===== src/rtl/rm_pkg.sv =====
package rm_pkg;
  parameter int unsigned DATA_W  = 64;
  localparam int unsigned HALF_W = DATA_W / 2;
  localparam int unsigned IDX_W  = $clog2(DATA_W);
  localparam int unsigned HIDX_W = $clog2(HALF_W);

  typedef enum logic {
    MODE_DWORD = 1'b0,
    MODE_WORD  = 1'b1
  } rm_mode_e;

  typedef struct packed {
    logic [DATA_W-1:0] value;
    logic [IDX_W-1:0]  amount;
    logic [IDX_W-1:0]  first;
    logic [IDX_W-1:0]  last;
  } rm_op_t;
endpackage


===== src/rtl/rm_operand_prep.sv =====
module rm_operand_prep
  import rm_pkg::*;
(
  input  logic [DATA_W-1:0] src,
  input  logic [IDX_W-1:0]  shift,
  input  logic [IDX_W-1:0]  begin_idx,
  input  logic [IDX_W-1:0]  end_idx,
  input  rm_mode_e          mode,
  output rm_op_t            op
);
  // Word mode: replicate low half, keep only the half-width fields and
  // move the window into the low half by setting the top index bit.
  always_comb begin
    if (mode == MODE_WORD) begin
      op.value  = {src[HALF_W-1:0], src[HALF_W-1:0]};
      op.amount = {1'b0, shift[HIDX_W-1:0]};
      op.first  = {1'b1, begin_idx[HIDX_W-1:0]};
      op.last   = {1'b1, end_idx[HIDX_W-1:0]};
    end else begin
      op.value  = src;
      op.amount = shift;
      op.first  = begin_idx;
      op.last   = end_idx;
    end
  end
endmodule


===== src/rtl/rm_rotator.sv =====
module rm_rotator
  import rm_pkg::*;
(
  input  logic [DATA_W-1:0] din,
  input  logic [IDX_W-1:0]  amount,
  output logic [DATA_W-1:0] dout
);
  logic [DATA_W-1:0] stage [IDX_W+1];

  assign stage[0] = din;

  // Logarithmic left rotator: stage k rotates by 2**k when amount[k] is set.
  for (genvar k = 0; k < IDX_W; k++) begin : g_stage
    localparam int unsigned STEP = 1 << k;
    always_comb begin
      if (amount[k])
        stage[k+1] = {stage[k][DATA_W-STEP-1:0], stage[k][DATA_W-1:DATA_W-STEP]};
      else
        stage[k+1] = stage[k];
    end
  end

  assign dout = stage[IDX_W];
endmodule


===== src/rtl/rm_mask_gen.sv =====
module rm_mask_gen
  import rm_pkg::*;
(
  input  logic [IDX_W-1:0]  first,
  input  logic [IDX_W-1:0]  last,
  output logic [DATA_W-1:0] mask
);
  logic wraps;
  assign wraps = first > last;

  // Index i counts from the MSB, so it lands on vector bit DATA_W-1-i.
  for (genvar i = 0; i < DATA_W; i++) begin : g_bit
    localparam logic [IDX_W-1:0] POS = IDX_W'(i);
    logic ge_first, le_last;
    assign ge_first = POS >= first;
    assign le_last  = POS <= last;
    assign mask[DATA_W-1-i] = wraps ? (ge_first | le_last) : (ge_first & le_last);
  end
endmodule


===== src/rtl/rm_unit.sv =====
module rm_unit
  import rm_pkg::*;
(
  input  logic              clk,
  input  logic              rst,
  input  logic              in_valid,
  output logic              in_ready,
  input  logic [DATA_W-1:0] in_src,
  input  logic [IDX_W-1:0]  in_shift,
  input  logic [IDX_W-1:0]  in_begin,
  input  logic [IDX_W-1:0]  in_end,
  input  logic              in_word,
  output logic              out_valid,
  input  logic              out_ready,
  output logic [DATA_W-1:0] out_data
);
  rm_op_t            op;
  logic [DATA_W-1:0] rotated;
  logic [DATA_W-1:0] mask;
  logic [DATA_W-1:0] result;
  logic              accept;
  logic              vld_q;
  logic [DATA_W-1:0] data_q;

  rm_operand_prep u_prep (
    .src       (in_src),
    .shift     (in_shift),
    .begin_idx (in_begin),
    .end_idx   (in_end),
    .mode      (rm_mode_e'(in_word)),
    .op        (op)
  );

  rm_rotator u_rot (
    .din    (op.value),
    .amount (op.amount),
    .dout   (rotated)
  );

  rm_mask_gen u_mask (
    .first (op.first),
    .last  (op.last),
    .mask  (mask)
  );

  assign result   = rotated & mask;
  assign in_ready = ~vld_q | out_ready;
  assign accept   = in_valid & in_ready;

  always_ff @(posedge clk) begin
    if (rst) begin
      vld_q  <= 1'b0;
      data_q <= '0;
    end else if (accept) begin
      vld_q  <= 1'b1;
      data_q <= result;
    end else if (out_ready) begin
      vld_q  <= 1'b0;
    end
  end

  assign out_valid = vld_q;
  assign out_data  = data_q;

  // A window always contains at least one index.
  p_mask_nonempty_r3: assert property (@(posedge clk) disable iff (rst)
    in_valid |-> (mask != '0));

  // Word-mode rotation of a replicated word keeps both halves equal.
  p_word_halves_r5: assert property (@(posedge clk) disable iff (rst)
    (in_valid && in_word) |-> (rotated[DATA_W-1:HALF_W] == rotated[HALF_W-1:0]));

  p_accept_latency_r7: assert property (@(posedge clk) disable iff (rst)
    accept |=> out_valid);

  p_stall_hold_r8: assert property (@(posedge clk) disable iff (rst)
    (out_valid && !out_ready) |=> (out_valid && $stable(out_data)));

  p_stall_noready_r8: assert property (@(posedge clk) disable iff (rst)
    (out_valid && !out_ready) |-> !in_ready);

  p_reset_clear_r9: assert property (@(posedge clk)
    rst |=> (!out_valid && out_data == '0));

  p_idle_hold_r10: assert property (@(posedge clk) disable iff (rst)
    (!in_valid) |=> $stable(out_data));
endmodule


===== config.mk =====
export PLATFORM = sky130hd
export DESIGN_NAME = rm_unit
export DESIGN_NICKNAME = d
export VERILOG_FILES = /design/src/rtl/rm_pkg.sv /design/src/rtl/rm_operand_prep.sv /design/src/rtl/rm_rotator.sv /design/src/rtl/rm_mask_gen.sv /design/src/rtl/rm_unit.sv
export SDC_FILE = /design/constraint.sdc
export NUM_CORES = 1
export LEC_CHECK = 0
export BUFFER_PORTS_ARGS = -buffer_cell sky130_fd_sc_hd__buf_2
export CORE_MARGIN = 5
export CORE_UTILIZATION = 60
export DETAILED_ROUTE_END_ITERATION = 6
export PLACE_DENSITY = 0.87
export SYNTH_ARGS = -nofsm -noshare
export SYNTH_HDL_FRONTEND = slang
export SYNTH_SLANG_ARGS = --single-unit

===== constraint.sdc =====
create_clock -name clk -period 5.4 [get_ports clk]
set_input_delay 0.81 -clock clk [delete_from_list [all_inputs] [get_ports clk]]
set_output_delay 0.81 -clock clk [all_outputs]
set_load 0.05 [all_outputs]

# Yosys cells after proc, flatten, opt, wreduce, memory -nomap -nowiden
# Cells that the tools add are included.
# word_totals
in_bits	87
ff_bits	65
output_inout_bits	66
# op_classes
muxes	73
bitwise_logic	132
n_reduce_logical	1
magnitude_cmp	129
# op_table
cell	n
$mux W64	6
$ge A6 B6 Y1 const A	32
$le A6 B6 Y1 const A	32
$ge A5 B6 Y1 const A	16
$le A5 B6 Y1 const A	16
$mux W82	1
$mux W1	66
$and A1 B1 Y1	65
$or A1 B1 Y1	65
$and A64 B64 Y64	1
$ge A4 B6 Y1 const A	8
$le A4 B6 Y1 const A	8
$ge A3 B6 Y1 const A	4
$le A3 B6 Y1 const A	4
$ge A1 B6 Y1 const A	2
$ge A2 B6 Y1 const A	2
$le A1 B6 Y1 const A	2
$le A2 B6 Y1 const A	2
$gt A6 B6 Y1	1
$reduce_bool A2 Y1	1
$not A1 Y1	1

# Depth between registers and ports, before layout
# Gate-level depths: netlist of run 1.
# logic_depth
ltp_word	8
ltp_mapped	13
depth_no_buf	9

# Hierarchy
# Synthesis of run 1 repeated with hierarchy kept, for this count alone.
# unflattened
cells_unflattened	908
area_unflattened_um2	10102.2
# modules_own_cells
mod	cells_per_inst	n_inst	area_each_um2	seq_area_each_um2
rm_rotator	234	1	4609.4	0.0
rm_unit	296	1	2781.4	1301.2
rm_mask_gen	292	1	1811.7	0.0
rm_operand_prep	86	1	899.6	0.0

# Worst setup path before layout of run 1
# OpenSTA, ideal clock, no wires.
# synth_path
kind	input -> register
from	in in_end[4]
to	reg data_q[16], in the netlist out_data[16]
path_buffers	4
path_slack_ns	1.986
t_arrival_ns	3.297
cell_stages	12
path_cell_list	clkbuf_1 -> inv_1 -> clkbuf_1 -> ha_1 -> and3_1 -> o21ai_0 -> a21boi_1 -> o22ai_1 -> clkbuf_1 -> clkbuf_1 -> a21oi_1 -> a32o_1
# synth_between
elab_chain_len	5
elab_cells_between_ends	7
# synth_rtl
element	line	rtl
start: declaration	rm_unit.sv:11	input logic [IDX_W-1:0] in_end,
$mux W82 (*)	rm_operand_prep.sv:14	if (mode == MODE_WORD) begin
$le A6 B6 Y1	rm_mask_gen.sv:16	assign le_last = POS <= last;
$and A1 B1 Y1 or $or A1 B1 Y1 (tied branches)	rm_mask_gen.sv:17	assign mask[DATA_W-1-i] = wraps ? (ge_first | le_last) : (ge_first & le_last);
$mux W1 (*)	rm_mask_gen.sv:17	
$and A64 B64 Y64 (*)	rm_unit.sv:46	assign result = rotated & mask;
end signal: assignment	rm_unit.sv:56	data_q <= result;
end: declaration	rm_unit.sv:23	logic [DATA_W-1:0] data_q;
# Mark *: on every way between the ends. The rest lies on a longest branch, timed or not.
# A chain may end at the register's enable or synchronous reset.

# Final worst setup path of run 1
# layout_path
from	in in_word
to	reg data_q[56], in the netlist out_data[56]
# layout_between
elab_chain_len	8
elab_cells_between_ends	14
# layout_rtl
element	line	rtl
start: declaration	rm_unit.sv:12	input logic in_word,
$mux W82 (*)	rm_operand_prep.sv:14	
parallel branches: the longest is 6 deep, another holds $ge A3 B6 Y1	--	
$and A64 B64 Y64 (*)	rm_unit.sv:46	
# Every way passes the cells marked *.

==> flow_metrics.env, run 1 <==
export IMPL_die_w_um=140
export IMPL_setup_viol=0
export IMPL_ant_nets=0
export IMPL_period_share=0.726
export IMPL_fmax_mhz=255
export IMPL_rsz0062_at_grt="false"
export IMPL_drtIter0Drc=2328
export IMPL_wl_met1_mm=16.3
export IMPL_topRoutingLayerUsed="met5"
export IMPL_crit_path_end="out_data[56]"
export IMPL_synth_distinct_cells=72
export IMPL_dp_final_hpwl_mm=35.6
export IMPL_synth_mux_area_frac=0.363
export IMPL_p_total_mw=2.50
export IMPL_synth_seq_cells=65
export IMPL_grt_start_max_net_pins=63
export IMPL_p_int_mw=1.34
export IMPL_power_frac_seq=0.215
export IMPL_r2r_cells=7
export IMPL_vias_per_cell=7.97
export IMPL_clock_latency_ns=0.35
export IMPL_startpoint_type="primary input"
export IMPL_grt_pass1_wl_mm=69.9
export IMPL_fin_area_mm2=0.0111
export IMPL_io_buffer_count=152
export IMPL_die_h_um=140
export IMPL_synth_xor_area_frac=0
export IMPL_fill_cells=1397
export IMPL_grt_total_usage=0.461
export IMPL_cts_setup_buffers=0
export IMPL_required_ns=5.64
export IMPL_start_util=0.610
export IMPL_reg2reg_slack_ns=2.93
export IMPL_yosys_warnings=0
export IMPL_comb_power_share=0.547
export IMPL_antenna_found_initial=2
export IMPL_endpoint_kind="flip-flop"
export IMPL_maxCapViolCount=0
export IMPL_synthFlopType="dfxtp_1"
export IMPL_fin_worst_skew_ns=0.00989
export IMPL_post_drt_wl_per_cell_um=31.1
export IMPL_r2r_end="out_data[32]"
export IMPL_wl_met3_mm=7.35
export IMPL_clk_pin_slew_ns=0.06
export IMPL_numCtsBuffers=9
export IMPL_cts_htree_levels=3
export IMPL_synthArstFlopShare=0
export IMPL_synth_fa_ha_area_frac=0.0350
export IMPL_pwr_share_clk=0.238
export IMPL_post_route_drc_count=2
export IMPL_core_mm2=0.0165
export IMPL_clock_sinks=65
export IMPL_synth_enable_flop_cells=0
export IMPL_antenna_cells=0
export IMPL_wl_met2_mm=19.5
export IMPL_rows=47
export IMPL_die_area_mm2=0.0195
export IMPL_boundaryPins=153
export IMPL_fin_nets=1378
export IMPL_synth_top_family_by_area="multiplexers"
export IMPL_slew_limit_headroom=0.225
export IMPL_cp_data_arrival_time_ns=4.17
export IMPL_holdCritPathClass="flip-flop to flip-flop"
export IMPL_worstMarginPinSlew_ns=1.16
export IMPL_area_growth_pct=9.98
export IMPL_drive_gt1_frac=0.282
export IMPL_hold_viol_final=0
export IMPL_cts_buffer_depth=2
export IMPL_r2r_start="out_valid"
export IMPL_vias=12038
export IMPL_period_needed_ns=3.92
export IMPL_ctsResizeCount=0
export IMPL_dpl_cell_area_mm2=0.0108
export IMPL_switching_share=0.465
export IMPL_p_sw_mw=1.16
export IMPL_drt_wl_total_mm=46.9
export IMPL_cellPowerDensity_mw_per_mm2=225
export IMPL_violations="DRC"
export IMPL_grt_pass1_vias=11028
export IMPL_root_buffer="clkbuf_16"
export IMPL_dr_pass1_iters=7
export IMPL_maxSlewViolCount=0
export IMPL_gp_congestion=1.21
export IMPL_setup_worst_path_start="in_word"
export IMPL_status="complete, but fails checks"
export IMPL_synth_compound_area_share=0.276
export IMPL_cts_tree="done"
export IMPL_avgSynthCellArea_um2=8.31
export IMPL_synth_cells=1213
export IMPL_ir_drop_uv=192
export IMPL_crit_type="primary input to flip-flop"
export IMPL_cts_hold_buf=0
export IMPL_path_max_fanout=37
export IMPL_setup_tns_ns=0
export IMPL_grt_overflow=0
export IMPL_synth_simple_area_share=0.135
export IMPL_synth_nets=1305
export IMPL_synth_area_mm2=0.0101
export IMPL_leakagePower_nw=4.46
export IMPL_ys_seq_area_frac=0.129
-- power groups by stage --
stage | clock network (mW) | logic, mW | registers, mW
2_1_floorplan | 0 | 0.781 | 0.650
3_3_place_gp | 0 | 1.29 | 0.545
3_5_place_dp | 0 | 1.29 | 0.546
4_1_cts | 0.588 | 1.30 | 0.535
5_1_grt | 0.608 | 1.41 | 0.539
6_report | 0.595 | 1.37 | 0.537
-- Yosys cell counts (5+ instances only) --
master,n,area [um^2]
dfxtp_1,65,1300
o21ai_0,97,485
o21ai_1,10,50.1
o21a_1,8,60.1
o211a_1,5,50.1
ha_1,5,62.6
buf_2,21,105
a211oi_1,11,82.6
o221ai_1,8,70.1
clkbuf_1,67,251
mux2_2,65,732
buf_6,6,67.6
a222oi_1,5,50.1
a311oi_1,5,43.8
nand2_1,133,499
a221oi_1,11,96.3
nor3_1,12,60.1
or2_2,7,43.8
buf_1,17,63.8
mux2i_1,95,951
and2_1,14,87.6
nand3_1,17,85.1
a32o_1,32,320
a22oi_1,19,143
maj3_1,29,290
nand2b_1,11,68.8
a31oi_1,10,62.6
nor2b_1,7,43.8
inv_1,13,48.8
a21o_1,9,67.6
a21oi_1,93,465
a22o_1,10,87.6
nor2_1,96,360
o211ai_1,5,37.5
o22ai_1,29,181
mux4_2,80,1800
o31ai_1,13,97.6
-- flip-flops by register name, summed over array words and instances, names as in the netlist --
register,flops
out_data,64
out_valid,1
-- stage by stage --
| step | setup WS [ns] | cells | hold slack (ns) | utilization |
|---|---|---|---|---|
| floorplan | 1.99 | 1213 | 0.658 | - |
| global placement | 1.28 | 1495 | 0.423 | 0.654 |
| detailed placement | 1.28 | 1495 | 0.442 | 0.654 |
| CTS | 1.58 | 1510 | 0.449 | 0.671 |
| global route | 1.37 | 1510 | 0.467 | 0.671 |
| finish | 1.48 | 1510 | 0.451 | 0.671 |
-- logic make-up after synthesis --
logic type,Yosys count
AOI/OAI and AO/OA,416
adders and majority gates,34
buffers and inverters,134
DFF,65
muxes,249
and+or+nand+nor,315
-- critical path, cell delays in order --
cell and delay [ns]:
buf_2 0.85, mux4_1 0.79, mux2_2 0.42, a222oi_1 0.33, o21ai_0 0.22, a21oi_1 0.31, mux2i_1 0.17, a22o_1 0.23
-- how the worst min path moves through the flow --
| stage | from | to | slack [ns] | cells past startpoint |
|---|---|---|---|---|
| floorplan | out_data[48] | out_data[48] | 0.66 | 2 |
| global placement | out_data[48] | out_data[48] | 0.42 | 2 |
| detailed placement | out_data[57] | out_data[57] | 0.44 | 2 |
| CTS | out_data[57] | out_data[57] | 0.45 | 2 |
| global route | out_data[43] | out_data[43] | 0.47 | 2 |
| finish | out_data[41] | out_data[41] | 0.45 | 2 |
-- layer usage --
metal,vias to the layer above,track usage
met1,5493,0.600
li1,4905,-
met2,1322,0.675
met5,-,0
met3,314,0.143
met4,4,0.273
-- area by class of cell --
class,instances,area (um^2),area share
Clock buffer,9,225,0.0203
Tap cell,220,275,0.0248
Timing Repair Buffer,180,973,0.0878
Clock inverter,6,60.1,0.00542
Inverter,16,60.1,0.00542
Multi-Input combinational cell,1014,8190,0.739
Sequential cell,65,1300,0.117
-- cell usage in the layout (no fill, tap or decap), types with 32 or more instances in the layout --
| cell type | synthesis | routed |
|---|---|---|
| mux4_2 | 80 | 80 |
| nand2_1 | 133 | 133 |
| buf_2 | 21 | 151 |
| a32o_1 | 32 | 32 |
| nor2_1 | 96 | 94 |
| mux2_2 | 65 | 65 |
| a21oi_1 | 93 | 93 |
| mux2i_1 | 95 | 95 |
| o21ai_0 | 97 | 97 |
| dfxtp_1 | 65 | 65 |
(Power assumes the default switching activity.)
==> run 2, diff against run 1 <==
--- a/config.mk
+++ b/config.mk
@@ -7,9 +7,9 @@
 export LEC_CHECK = 0
 export BUFFER_PORTS_ARGS = -buffer_cell sky130_fd_sc_hd__buf_2
 export CORE_MARGIN = 5
-export CORE_UTILIZATION = 60
+export CORE_UTILIZATION = 54
 export DETAILED_ROUTE_END_ITERATION = 6
-export PLACE_DENSITY = 0.87
+export PLACE_DENSITY = 0.83
 export SYNTH_ARGS = -nofsm -noshare
 export SYNTH_HDL_FRONTEND = slang
 export SYNTH_SLANG_ARGS = --single-unit
==> constraint.sdc (replaced) <==
create_clock -name clk -period 3.2 [get_ports clk]
set_input_delay 0.48 -clock clk [delete_from_list [all_inputs] [get_ports clk]]
set_output_delay 0.48 -clock clk [all_outputs]
set_load 0.05 [all_outputs]
==> run 2 against run 1 <==
The flow still finishes with violations (DRC); largest power group unchanged; largest cell class unchanged; non-clock buffer count is 104 higher; combinational power grew 86%; clock power increased by 83%; sequential cell count unchanged; clock skew is 0.0019 ns lower; first-iteration DRC count is 14% lower.
==> flow_metrics.env, run 2 (same netlist as run 1, synthesis figures left out) <==
export IMPL_status="complete, but fails checks"
export IMPL_violations="DRC"
export IMPL_hold_slack_ns=0.401
export IMPL_stdcell_count=1629
export IMPL_switching_share=0.449
export IMPL_setup_tns_ns=0
export IMPL_boundaryPins=153
export IMPL_cts_buffer_depth=2
export IMPL_core_mm2=0.0185
export IMPL_path_max_fanout=16
export IMPL_area_growth_pct=19.7
export IMPL_leakagePower_nw=5.02
export IMPL_antenna_cells=0
export IMPL_clk_pin_slew_ns=0.06
export IMPL_required_ns=3.43
export IMPL_reg2reg_slack_ns=1.18
export IMPL_fmax_mhz=322
export IMPL_period_needed_ns=3.11
export IMPL_ctsResizeCount=0
export IMPL_root_buffer="clkbuf_16"
export IMPL_grt_pass1_wl_mm=74.2
export IMPL_die_h_um=147
export IMPL_worstMarginPinSlew_ns=0.749
export IMPL_maxCapViolCount=0
export IMPL_gp_congestion=1.10
export IMPL_grt_total_usage=0.451
export IMPL_rsz0062_at_grt="false"
export IMPL_maxSlewViolCount=0
export IMPL_largest_reg_flops=64
export IMPL_fin_area_mm2=0.0121
export IMPL_hold_viol_final=0
export IMPL_dpl_cell_area_mm2=0.0117
export IMPL_post_drt_wl_per_cell_um=30.9
export IMPL_comb_power_share=0.561
export IMPL_numCtsBuffers=9
export IMPL_setup_worst_path_start="in_shift[0]"
export IMPL_fin_worst_skew_ns=0.00800
export IMPL_clock_sinks=65
export IMPL_cts_htree_levels=3
export IMPL_pwr_share_clk=0.240
export IMPL_ir_drop_uv=270
export IMPL_start_util=0.544
export IMPL_r2r_start="out_valid"
export IMPL_worst_path_buf_inv=3
export IMPL_endpoint_kind="flip-flop"
export IMPL_dr_pass1_iters=7
export IMPL_drt_wl_total_mm=50.3
export IMPL_rows=50
export IMPL_power_frac_seq=0.199
export IMPL_dp_cells=1613
export IMPL_grt_start_max_net_pins=63
export IMPL_holdCritPathClass="primary input to flip-flop"
export IMPL_drtIter0Drc=2003
export IMPL_slew_limit_headroom=0.487
export IMPL_fin_nets=1482
export IMPL_dp_final_hpwl_mm=39.7
export IMPL_cts_setup_buffers=0
export IMPL_antenna_found_initial=1
export IMPL_period_share=0.971
export IMPL_max_stage_delay_ns=0.66
export IMPL_cp_data_arrival_time_ns=3.34
export IMPL_cellPowerDensity_mw_per_mm2=376
export IMPL_postLayoutCoreUtil=0.652
export IMPL_ant_nets=0
export IMPL_final_cell_mix="buf_2 (151), nand2_1 (133), buf_4 (121), o21ai_0 (97), mux2i_1 (95)"
export IMPL_clock_latency_ns=0.34
export IMPL_fill_cells=1610
export IMPL_hp_start="in_valid"
export IMPL_io_buffer_count=152
export IMPL_cts_hold_buf=0
export IMPL_slowest_stage="mux2i_1"
export IMPL_grt_pass1_vias=11732
export IMPL_p_int_mw=2.50
export IMPL_die_w_um=147
export IMPL_die_area_mm2=0.0215
export IMPL_crit_type="primary input to flip-flop"
export IMPL_critPathMostFrequentCell="buf_4"
export IMPL_vias_per_cell=7.52
export IMPL_p_sw_mw=2.03
export IMPL_cp_cell_sequence="buf_4 -> buf_12 -> mux2i_1 -> o21ai_0 -> o22ai_1 -> buf_4 -> and2_1 -> o31ai_1 -> mux2_2 -> a32o_1"
export IMPL_drive_gt1_frac=0.335
export IMPL_setup_viol=0
export IMPL_grt_overflow=0
export IMPL_post_route_drc_count=7
export IMPL_cp_top_family="compound AO/OA/AOI/OAI gates"
export IMPL_cts_tree="done"
export IMPL_startpoint_type="primary input"
export IMPL_vias=12250
export IMPL_final_common_cell="buf_2"
## run 2: layout make-up
cell class	instances	area (um^2)	share of cell area
clock buffers	10	229	0.0190
flip-flops and latches	65	1300	0.108
repair buffers	284	1900	0.158
multi-input cells	1014	8190	0.679
well taps	234	293	0.0243
inverters	16	60.1	0.00498
clock inverters	6	92.6	0.00767
## run 2: worst paths after layout
| kind | end | depth (start not counted) |
|---|---|---|
| hold reg to reg | out_data[57] | 2 |
| hold / removal | out_valid | 3 |
| setup reg to reg | out_data[31] | 7 |
| setup / recovery | out_data[34] | 10 |
## run 2: metrics by stage
step / total power [mW] / setup WS [ns]
floorplan: 2.41 / 0.116
global placement: 3.34 / -0.141
detailed placement: 3.34 / -0.110
CTS: 4.42 / 0.230
global route: 4.66 / 0.104
finish: 4.54 / 0.0916
## run 2: layer usage
| metal | vias up | global-route usage | wire length [um] |
|---|---|---|---|
| li1 | 5118 | - | - |
| met1 | 5627 | 0.542 | 17100 |
| met4 | 0 | 0.325 | 4680 |
| met2 | 1196 | 0.707 | 21900 |
| met3 | 309 | 0.109 | 6530 |
| met5 | - | 0 | 0 |
## run 2: tightest hold or removal path: cells and delay by family
family / cells / cell delay [ns]
buffers and inverters: 2 / 0.15
AOI/OAI and AO/OA: 1 / 0.05
## run 2: power by group through the flow
| stage | sequential (mW) | combinational, mW | clock [mW] |
|---|---|---|---|
| global placement | 0.915 | 2.42 | 0 |
| detailed placement | 0.915 | 2.43 | 0 |
| finish | 0.901 | 2.55 | 1.09 |
| global route | 0.904 | 2.62 | 1.13 |
| floorplan | 1.10 | 1.32 | 0 |
| CTS | 0.898 | 2.44 | 1.08 |
